===== config.mk =====
export PLATFORM = sky130hd
export DESIGN_NAME = gpio_bank
export DESIGN_NICKNAME = d
export VERILOG_FILES = /design/src/rtl/gpio_pkg.sv /design/src/rtl/gpio_sync.sv /design/src/rtl/gpio_decode.sv /design/src/rtl/gpio_port.sv /design/src/rtl/gpio_bank.sv
export SDC_FILE = /design/constraint.sdc
export NUM_CORES = 1
export LEC_CHECK = 0
export ABC_AREA = 1
export ABC_CLOCK_PERIOD_IN_PS = 2950
export BUFFER_PORTS_ARGS = -buffer_cell sky130_fd_sc_hd__buf_2
export CAP_MARGIN = 10
export CORE_MARGIN = 2
export CORE_UTILIZATION = 50
export DETAILED_ROUTE_END_ITERATION = 10
export GPL_TIMING_DRIVEN = 0
export PLACE_DENSITY = 0.78
export SLEW_MARGIN = 20
export SYNTH_ARGS = -nofsm -noshare
export SYNTH_HDL_FRONTEND = slang
export SYNTH_SLANG_ARGS = --single-unit

===== constraint.sdc =====
create_clock -name clk -period 2.95 [get_ports clk]
set_clock_uncertainty 0.15 [all_clocks]
set_input_delay 0.295 -clock clk [delete_from_list [all_inputs] [get_ports clk]]
set_output_delay 0.295 -clock clk [all_outputs]
set_load 0.02 [all_outputs]

===== src/rtl/gpio_pkg.sv =====
// Shared types and address helpers for the GPIO bank.
// Assumes the two full-width ports are the first and last ports of the bank.
package gpio_pkg;
    localparam int BYTE_W = 8;
    typedef logic [BYTE_W-1:0] byte_t;

    // Clear-register address of port idx: wide ends, consecutive narrow middle.
    function automatic byte_t clr_addr(int idx, int nports, byte_t lo_wide,
                                       byte_t narrow_base, byte_t hi_wide);
        if (idx == 0) return lo_wide;
        else if (idx == nports - 1) return hi_wide;
        else return byte_t'(int'(narrow_base) + idx - 1);
    endfunction

    // Mask of implemented bits for a port of the given width.
    function automatic byte_t impl_mask(int width);
        return byte_t'((1 << width) - 1);
    endfunction
endpackage


===== src/rtl/gpio_sync.sv =====
// Multi-stage synchroniser for external pin levels.
// Assumes STAGES >= 1; all stages reset to 0.
module gpio_sync #(
    parameter int W      = 8,
    parameter int STAGES = 2
) (
    input  logic         clk,
    input  logic         rst_n,
    input  logic [W-1:0] d,
    output logic [W-1:0] q
);
    logic [W-1:0] stage_q [STAGES];

    // Shift the sampled levels one stage per clock.
    always_ff @(posedge clk) begin
        if (!rst_n) begin
            for (int k = 0; k < STAGES; k++) stage_q[k] <= '0;
        end else begin
            stage_q[0] <= d;
            for (int k = 1; k < STAGES; k++) stage_q[k] <= stage_q[k-1];
        end
    end

    assign q = stage_q[STAGES-1];
endmodule


===== src/rtl/gpio_decode.sv =====
// Address decoder: one-hot select per port for each register kind.
// Assumes the register windows do not overlap for the configured port count.
module gpio_decode
    import gpio_pkg::*;
#(
    parameter int    NUM_PORTS   = 8,
    parameter byte_t DATA_BASE   = 8'h00,
    parameter byte_t DIR_BASE    = 8'h18,
    parameter byte_t PIN_BASE    = 8'h30,
    parameter byte_t CLR_LO      = 8'h52,
    parameter byte_t CLR_NARROW  = 8'h56,
    parameter byte_t CLR_HI      = 8'h5C
) (
    input  byte_t                addr,
    output logic [NUM_PORTS-1:0] sel_data,
    output logic [NUM_PORTS-1:0] sel_dir,
    output logic [NUM_PORTS-1:0] sel_pin,
    output logic [NUM_PORTS-1:0] sel_clr
);
    for (genvar p = 0; p < NUM_PORTS; p++) begin : g_sel
        localparam byte_t A_DATA = byte_t'(int'(DATA_BASE) + p);
        localparam byte_t A_DIR  = byte_t'(int'(DIR_BASE) + p);
        localparam byte_t A_PIN  = byte_t'(int'(PIN_BASE) + p);
        localparam byte_t A_CLR  = clr_addr(p, NUM_PORTS, CLR_LO, CLR_NARROW, CLR_HI);
        assign sel_data[p] = (addr == A_DATA);
        assign sel_dir[p]  = (addr == A_DIR);
        assign sel_pin[p]  = (addr == A_PIN);
        assign sel_clr[p]  = (addr == A_CLR);
    end
endmodule


===== src/rtl/gpio_port.sv =====
// One GPIO port: output data and direction registers, set/clear update,
// pin synchroniser and level readback. Bits above IMPL_W are held at 0.
// Assumes at most one write enable is high per cycle.
module gpio_port
    import gpio_pkg::*;
#(
    parameter int IMPL_W      = 8,
    parameter int SYNC_STAGES = 2
) (
    input  logic  clk,
    input  logic  rst_n,
    input  logic  wr_data,
    input  logic  wr_dir,
    input  logic  wr_set,
    input  logic  wr_clr,
    input  byte_t wdata,
    input  byte_t pin_in,
    output byte_t data_q,
    output byte_t dir_q,
    output byte_t level
);
    localparam byte_t MASK = impl_mask(IMPL_W);

    byte_t pin_sync;

    // Output data register: direct write, set on ones, clear on zeros.
    always_ff @(posedge clk) begin
        if (!rst_n)       data_q <= '0;
        else if (wr_data) data_q <= wdata & MASK;
        else if (wr_set)  data_q <= data_q | (wdata & MASK);
        else if (wr_clr)  data_q <= data_q & wdata;
    end

    // Direction register: 1 drives the pin.
    always_ff @(posedge clk) begin
        if (!rst_n)      dir_q <= '0;
        else if (wr_dir) dir_q <= wdata & MASK;
    end

    gpio_sync #(.W(BYTE_W), .STAGES(SYNC_STAGES)) u_sync (
        .clk  (clk),
        .rst_n(rst_n),
        .d    (pin_in),
        .q    (pin_sync)
    );

    // Pin level: driven value for outputs, synchronised input otherwise.
    always_comb level = ((data_q & dir_q) | (pin_sync & ~dir_q)) & MASK;
endmodule


===== src/rtl/gpio_bank.sv =====
// GPIO bank top: decodes the byte bus, instantiates one port per byte lane
// and muxes the readback. Reads are combinational; writes land on the edge.
// Assumes WIDE_MASK marks only the first and last ports as full width.
module gpio_bank
    import gpio_pkg::*;
#(
    parameter int                   NUM_PORTS   = 8,
    parameter logic [NUM_PORTS-1:0] WIDE_MASK   = 8'h81,
    parameter int                   NARROW_W    = 4,
    parameter int                   SYNC_STAGES = 2,
    parameter byte_t                DATA_BASE   = 8'h00,
    parameter byte_t                DIR_BASE    = 8'h18,
    parameter byte_t                PIN_BASE    = 8'h30,
    parameter byte_t                CLR_LO      = 8'h52,
    parameter byte_t                CLR_NARROW  = 8'h56,
    parameter byte_t                CLR_HI      = 8'h5C
) (
    input  logic                        clk,
    input  logic                        rst_n,
    input  logic                        bus_wr,
    input  logic [7:0]                  bus_addr,
    input  logic [7:0]                  bus_wdata,
    output logic [7:0]                  bus_rdata,
    input  logic [NUM_PORTS*8-1:0]      pin_in,
    output logic [NUM_PORTS*8-1:0]      pin_out,
    output logic [NUM_PORTS*8-1:0]      pin_oe
);
    logic [NUM_PORTS-1:0] sel_data, sel_dir, sel_pin, sel_clr;
    byte_t data_q [NUM_PORTS];
    byte_t dir_q  [NUM_PORTS];
    byte_t level  [NUM_PORTS];

    gpio_decode #(
        .NUM_PORTS (NUM_PORTS),
        .DATA_BASE (DATA_BASE),
        .DIR_BASE  (DIR_BASE),
        .PIN_BASE  (PIN_BASE),
        .CLR_LO    (CLR_LO),
        .CLR_NARROW(CLR_NARROW),
        .CLR_HI    (CLR_HI)
    ) u_dec (
        .addr    (bus_addr),
        .sel_data(sel_data),
        .sel_dir (sel_dir),
        .sel_pin (sel_pin),
        .sel_clr (sel_clr)
    );

    for (genvar p = 0; p < NUM_PORTS; p++) begin : g_port
        localparam int IW = WIDE_MASK[p] ? BYTE_W : NARROW_W;
        gpio_port #(.IMPL_W(IW), .SYNC_STAGES(SYNC_STAGES)) u_port (
            .clk    (clk),
            .rst_n  (rst_n),
            .wr_data(bus_wr & sel_data[p]),
            .wr_dir (bus_wr & sel_dir[p]),
            .wr_set (bus_wr & sel_pin[p]),
            .wr_clr (bus_wr & sel_clr[p]),
            .wdata  (bus_wdata),
            .pin_in (pin_in[p*BYTE_W +: BYTE_W]),
            .data_q (data_q[p]),
            .dir_q  (dir_q[p]),
            .level  (level[p])
        );
        assign pin_out[p*BYTE_W +: BYTE_W] = data_q[p];
        assign pin_oe[p*BYTE_W +: BYTE_W]  = dir_q[p];
    end

    // Readback mux; clear registers and unmapped addresses return zero.
    always_comb begin
        bus_rdata = '0;
        for (int p = 0; p < NUM_PORTS; p++) begin
            if (sel_data[p]) bus_rdata = data_q[p];
            if (sel_dir[p])  bus_rdata = dir_q[p];
            if (sel_pin[p])  bus_rdata = level[p];
        end
    end
endmodule


; Word level (Yosys, flattened, before mapping)
; Memory sizes are Yosys's and may differ from the RTL's.
; Cells that the tools add are included.
[classes]
eq_ne = 31
mux = 66
bitwise = 97
n_reduce_logical = 21
[op_table]
columns = op, n
row1 = 8-bit 2-to-1 mux, 58
row2 = 8-bit AND, 12
row3 = 8-bit by 5-bit equality test with 1-bit output (second input constant), 8
row4 = 8-bit by 6-bit equality test with 1-bit output (second input constant), 8
row5 = 8-bit by 7-bit equality test with 1-bit output (second input constant), 8
row6 = 4-bit AND, 12
row7 = 8-bit by 4-bit bitwise OR with 8-bit output, 6
row8 = 1-bit AND, 32
row9 = 8-bit by 3-bit equality test with 1-bit output (second input constant), 4
row10 = 8-bit bitwise OR, 4
row11 = 4-bit 2-to-1 mux, 6
row12 = 4-bit inverter, 6
row13 = 4-bit bitwise OR, 6
row14 = 3-bit nonzero test, 8
row15 = 8-bit by 2-bit equality test with 1-bit output (second input constant), 2
row16 = 8-bit inverter, 2
row17 = 1-bit bitwise OR, 16
row18 = 2-bit nonzero test, 6
row19 = 2-bit OR reduction, 6
row20 = 8-bit by 1-bit equality test with 1-bit output (second input constant), 1
row21 = 8-bit zero test, 1
row22 = 1-bit 2-to-1 mux, 2
row23 = 1-bit inverter, 1
[word_totals]
register_bits = 104
ramBits = 128
inputBits = 83
out_inout_bits = 136
elab_cells = 245
n_memories = 8
[memory_table]
columns = memory, words, word_bits, read_ports, rd_clocked_by_memory_dff, wr, line_no
row1 = g_port[0].u_port.u_sync.stage_q, 2, 8, 2, 0, 2, gpio_sync.sv:12  ; logic [W-1:0] stage_q [STAGES];
row2 = g_port[1].u_port.u_sync.stage_q, 2, 8, 2, 0, 2, gpio_sync.sv:12
row3 = g_port[2].u_port.u_sync.stage_q, 2, 8, 2, 0, 2, gpio_sync.sv:12
row4 = g_port[3].u_port.u_sync.stage_q, 2, 8, 2, 0, 2, gpio_sync.sv:12
row5 = g_port[4].u_port.u_sync.stage_q, 2, 8, 2, 0, 2, gpio_sync.sv:12
row6 = g_port[5].u_port.u_sync.stage_q, 2, 8, 2, 0, 2, gpio_sync.sv:12
row7 = 2 more memories, --, --, --, --, --, --

; Logic depth before layout (Yosys ltp)
[logic_depth]
depth_word = 25
depth_mapped = 18

; Hierarchy
; Synthesis repeated with hierarchy kept, for this count alone.
[unflattened]
cells_unflattened = 1978
area_unflattened_um2 = 13042.5
[by_module_without_submodules]
columns = module, instances, cells_each, area_each_um2
row1 = gpio_sync, 8, 58, 544.3
row2 = gpio_port at g_port[1].u_port ..., 6, 102, 658.1
row3 = gpio_bank, 1, 522, 2544.9
row4 = gpio_port at g_port[0].u_port ..., 2, 153, 945.9
row5 = gpio_decode, 1, 74, 302.8

; Worst setup path after synthesis
; OpenSTA, ideal clock, no wires.
[synth_path]
path_kind = input-to-output
from = in bus_addr[2]
to = out bus_rdata[7]
arrival_ns = 1.707
required_ns = 2.505
path_slack_ns = 0.798
path_stages = 12
path_buffers = 0
cell_sequence = inv_1 nand2_1 nor2_4 nand2_4 inv_4 a21oi_1 o21ai_1 nand2_1 o21ai_1 nand4_1 a221oi_2 o2111ai_1
[synth_between]
elab_chain_len = 25
elab_cells_between_ends = 48
[synth_lines]
columns = element, line_no
row1 = from (decl), gpio_bank.sv:21  ; input logic [7:0] bus_addr,
row2 = 8-bit zero test, gpio_decode.sv:25  ; assign sel_data[p] = (addr == A_DATA);
row3 = 8-bit 2-to-1 mux, gpio_bank.sv:72  ; if (sel_data[p]) bus_rdata = data_q[p];
row4 = 8-bit 2-to-1 mux, gpio_bank.sv:73  ; if (sel_dir[p]) bus_rdata = dir_q[p];
row5 = 8-bit 2-to-1 mux, gpio_bank.sv:74  ; if (sel_pin[p]) bus_rdata = level[p];
row6 = 8-bit 2-to-1 mux, gpio_bank.sv:72
row7 = 8-bit 2-to-1 mux, gpio_bank.sv:73
row8 = 8-bit 2-to-1 mux, gpio_bank.sv:74
row9 = 8-bit 2-to-1 mux, gpio_bank.sv:72
row10 = [9 not listed], --
row11 = 8-bit 2-to-1 mux, gpio_bank.sv:73
row12 = 8-bit 2-to-1 mux, gpio_bank.sv:74
row13 = 8-bit 2-to-1 mux, gpio_bank.sv:72
row14 = 8-bit 2-to-1 mux, gpio_bank.sv:73
row15 = 8-bit 2-to-1 mux, gpio_bank.sv:74
row16 = 8-bit 2-to-1 mux, gpio_bank.sv:72
row17 = 8-bit 2-to-1 mux, gpio_bank.sv:73
row18 = 8-bit 2-to-1 mux *, gpio_bank.sv:74
row19 = to (decl), gpio_bank.sv:23  ; output logic [7:0] bus_rdata,
; Mark *: on every way between the ends. The rest lies on a longest branch, timed or not.

; Worst setup path after layout
[layout_path]
from = reg g_port[0].u_port.dir_q[3]
to = out bus_rdata[3]
[layout_between]
elab_chain_len = 25
elab_cells_between_ends = 27
[layout_lines]
columns = element, line_no
row1 = from (decl), gpio_port.sv:19  ; output byte_t dir_q,
row2 = from (signal assigned), gpio_port.sv:37  ; else if (wr_dir) dir_q <= wdata & MASK;
row3 = 8-bit inverter, gpio_port.sv:48  ; always_comb level = ((data_q & dir_q) | (pin_sync & ~dir_q)) & MASK;
row4 = 8-bit AND, gpio_port.sv:48
row5 = 8-bit bitwise OR, gpio_port.sv:48
row6 = 8-bit 2-to-1 mux *, gpio_bank.sv:74
row7 = 8-bit 2-to-1 mux *, gpio_bank.sv:72
row8 = 8-bit 2-to-1 mux *, gpio_bank.sv:73
row9 = 8-bit 2-to-1 mux *, gpio_bank.sv:74
row10 = 8-bit 2-to-1 mux *, gpio_bank.sv:72
row11 = [9 not listed], --
row12 = 8-bit 2-to-1 mux *, gpio_bank.sv:73
row13 = 8-bit 2-to-1 mux *, gpio_bank.sv:74
row14 = 8-bit 2-to-1 mux *, gpio_bank.sv:72
row15 = 8-bit 2-to-1 mux *, gpio_bank.sv:73
row16 = 8-bit 2-to-1 mux *, gpio_bank.sv:74
row17 = 8-bit 2-to-1 mux *, gpio_bank.sv:72
row18 = 8-bit 2-to-1 mux *, gpio_bank.sv:73
row19 = 8-bit 2-to-1 mux *, gpio_bank.sv:74
; Marks and branches as above.

==> impl_metrics.json <==
{
  "vias": 8248,
  "yosysTopAreaCell": "dfxtp_1",
  "p_sw_share_pct": 24.1,
  "track_usage_pct": 30.1,
  "critPathKind": "flip-flop to primary output",
  "antenna_found_initial": 3,
  "finalPower_mw": 5.13,
  "viasPerCell": 5.18,
  "switching_power_mw": 1.23,
  "fp.dieW_um": 130,
  "grt_max_degree": 17,
  "setup_viol": 0,
  "critPathRequiredTime_ns": 2.51,
  "timing_worst_slew_pin_value_ns": 1.16,
  "crit_buf_inv": 2,
  "initial_utilization_pct": 50.7,
  "ys_seq_area_share_pct": 46.2,
  "syn2layout_area_growth_pct": 27.6,
  "first_pass_iters": 6,
  "cp_max_fo": 4,
  "relSlewSlack_pct": 22.0,
  "cp_slowest_cell": "dfxtp_2",
  "pwr-share-clk_pct": 42.9,
  "share_comb_of_total_power_pct": 7.3,
  "drt_iter0_drc": 743,
  "dp_cells": 1520,
  "die_height_um": 130,
  "hold_start": "bus_wdata[2]",
  "wl_per_cell_um": 15.9,
  "vdd_ir_drop_max_mv": 0.442,
  "status": "complete, no violations",
  "dieArea_sq_mm": 0.0170,
  "h-tree-depth": 4,
  "syn_avg_cell_area_sq_um": 7.13,
  "p_leak_nw": 4.98,
  "hold_viol_final": 0,
  "layout.cells.non_filler": 1593,
  "worstPathArrival_ns": 2.43,
  "maxSlewViolCount": 0,
  "insertion_delay_ns": 0.43,
  "synth_edf_count": 0,
  "placementRows": 46,
  "wl_um": 25300,
  "yosysWarnings": 0,
  "synth_area_leaders": "dfxtp_1 46%, nand2_1 14%, inv_1 8.1%",
  "powerDensity_mw_per_mm2": 504,
  "numCtsBuffers": 17,
  "crit_top_cell": "nand2_1",
  "clockRootBuffer": "clkbuf_16",
  "ys.flop_type": "dfxtp_1",
  "internal_power_mw": 3.89,
  "slowest_delay_ns": 0.36,
  "grt_first_pass_wirelength_um": 38700,
  "ant_nets": 0,
  "drive_gt1_share_pct": 19.4,
  "grt_setup_unrepaired": "true",
  "layout.nets": 1447,
  "synth-seq-cells": 184,
  "cts_sinks": 184,
  "design_area_sq_mm": 0.0102,
  "netlist_area_sq_mm": 0.00797,
  "io_pins": 219,
  "p_seq_share_pct": 49.8,
  "clkTransAtPathRegs_ns": 0.06,
  "hold_path.class": "input port to flip-flop",
  "async_flop_share_pct": 0,
  "drcViolationCount": 0,
  "synth_top_cell_area_share_pct": 46.2,
  "cap_violations": 0,
  "gp_congestion": 0.996,
  "first_global_vias": 7471,
  "cts_tree": "built",
  "clockBufferDepth": 2,
  "place_hpwl_um": 18300,
  "startpoint": "g_port[0].u_port.dir_q[3]",
  "fmax_mhz": 348,
  "cp-end-kind": "primary output",
  "post_dp_cell_area_sq_mm": 0.00914,
  "fin_crit_ns": 2.87,
  "netlist_instances": 1118,
  "fin_tns_setup_ns": 0,
  "crit_family": "simple AND/OR/NAND/NOR gates",
  "crit_chain": "inv_1 > nand2_1 > nand2_1 > nand3_1 > nand3_1 > nor2_1 > nand4_1 > nor2_1 > nand4_1 > nand2_1 > nand3_1 > nand2_1 > nand3_1 > nand2_1 > nand3_1 > nand2_1 > nand4_1 > buf_2",
  "overflow": 0,
  "ys_types": 32,
  "core_sq_mm": 0.0157,
  "worstReg2RegStart": "g_port[2].u_port.data_q[2]",
  "cp-start-kind": "flip-flop",
  "portBuffers": 163,
  "fin_crit_sh_pct": 97.3,
  "rrSetupSlack_ns": 1.83
}
-- cell usage after synthesis (2+ instances only) --
master	instances
a221oi_1	3
a21oi_1	75
clkinv_1	4
nor2_2	9
mux2_2	2
nand4_1	17
buf_4	25
nor3_1	2
o21ai_0	72
inv_1	172
nor2_4	5
o2111ai_1	5
inv_2	6
o21ai_1	10
o31ai_1	2
o21ai_2	2
nand2_2	4
dfxtp_1	184
nand3_1	41
nor2_1	91
a21boi_0	2
a211oi_1	51
nand2_4	2
clkbuf_1	31
nand2_1	294
-- worst min-delay path, stage by stage --
cell	delay, ns
buf_2	0.15
a21oi_1	0.15
a211oi_1	0.05
-- state kept, by name, summed over array words and instances (netlist names) --
register and cells:
g_port.u_port.u_sync.stage_q 80, g_port.u_port.dir_q 40, g_port.u_port.data_q 64
-- logic make-up after synthesis --
logic type	synth area share (%)
simple gates	24.6
buf+inv	12.5
compound gates	16.3
flops	46.2
mux	0.283
other cells	0.0471
-- per-layer routing --
layer	vias to the layer above	wire [um]	global-route usage, %
met5	-	13	0
met4	2	754	12.0
met3	59	2450	8.00
met2	404	11300	47.9
met1	3781	10700	39.0
li1	4002	-	-
-- path summary, 6_finish.rpt --
check,depth (start not counted),to
min,3,g_port[7].u_port.data_q[2]
min reg2reg,2,g_port[5].u_port.u_sync.stage_q[0][10]
max,18,bus_rdata[3]
max reg2reg,4,g_port[2].u_port.data_q[2]
-- layout by cell type, fill, tap and decap left out, types with 7 or more instances in the layout --
master	count
nor2_2	10
conb_1	24
o21ai_0	72
inv_1	171
nand3_1	37
nor2_1	89
buf_2	162
dlygate4sd3_1	40
clkbuf_1	31
nand2_1	292
nand4_1	17
a21oi_1	75
inv_2	7
a211oi_1	51
clkbuf_16	17
dfxtp_1	180
o21ai_1	10
buf_4	26
-- final cells by class --
| cell class | count | area [sq um] |
|---|---|---|
| fill | 1426 | 5550 |
| sequential | 184 | 3690 |
| multi-input combinational | 717 | 3410 |
| timing repair buffer | 204 | 1230 |
| inverter | 183 | 689 |
| clock buffer | 20 | 467 |
| buffer | 57 | 308 |
| tap | 216 | 270 |
| clock inverter | 10 | 96.3 |
| antenna | 2 | 5.00 |
-- power groups by stage --
stage	Combinational (mW)	Sequential, mW	Clock, mW
floorplan	0.203	2.61	0
global placement	0.318	2.61	0
detailed placement	0.321	2.61	0
CTS	0.363	2.55	2.21
global route	0.406	2.56	2.31
finish	0.372	2.55	2.20
-- metrics by stage --
step | hold WS, ns | setup slack, ns | util, %
5_1_grt | 0.107 | -0.149 | 64.7
2_1_floorplan | 0.240 | 0.798 | -
4_1_cts | 0.0976 | 0.0338 | 64.3
3_5_place_dp | 0.247 | 0.144 | 58.2
6_report | 0.114 | 0.0784 | 64.7
3_3_place_gp | 0.243 | 0.140 | 58.2
-- timing repair --
action                                 CTS  global route
resized for setup                        0            17
setup endpoints to repair                0             6
endpoints found under the hold margin   40             0
hold buffers                            40             0
setup buffers                            0             1
(Power assumes the default switching activity.)
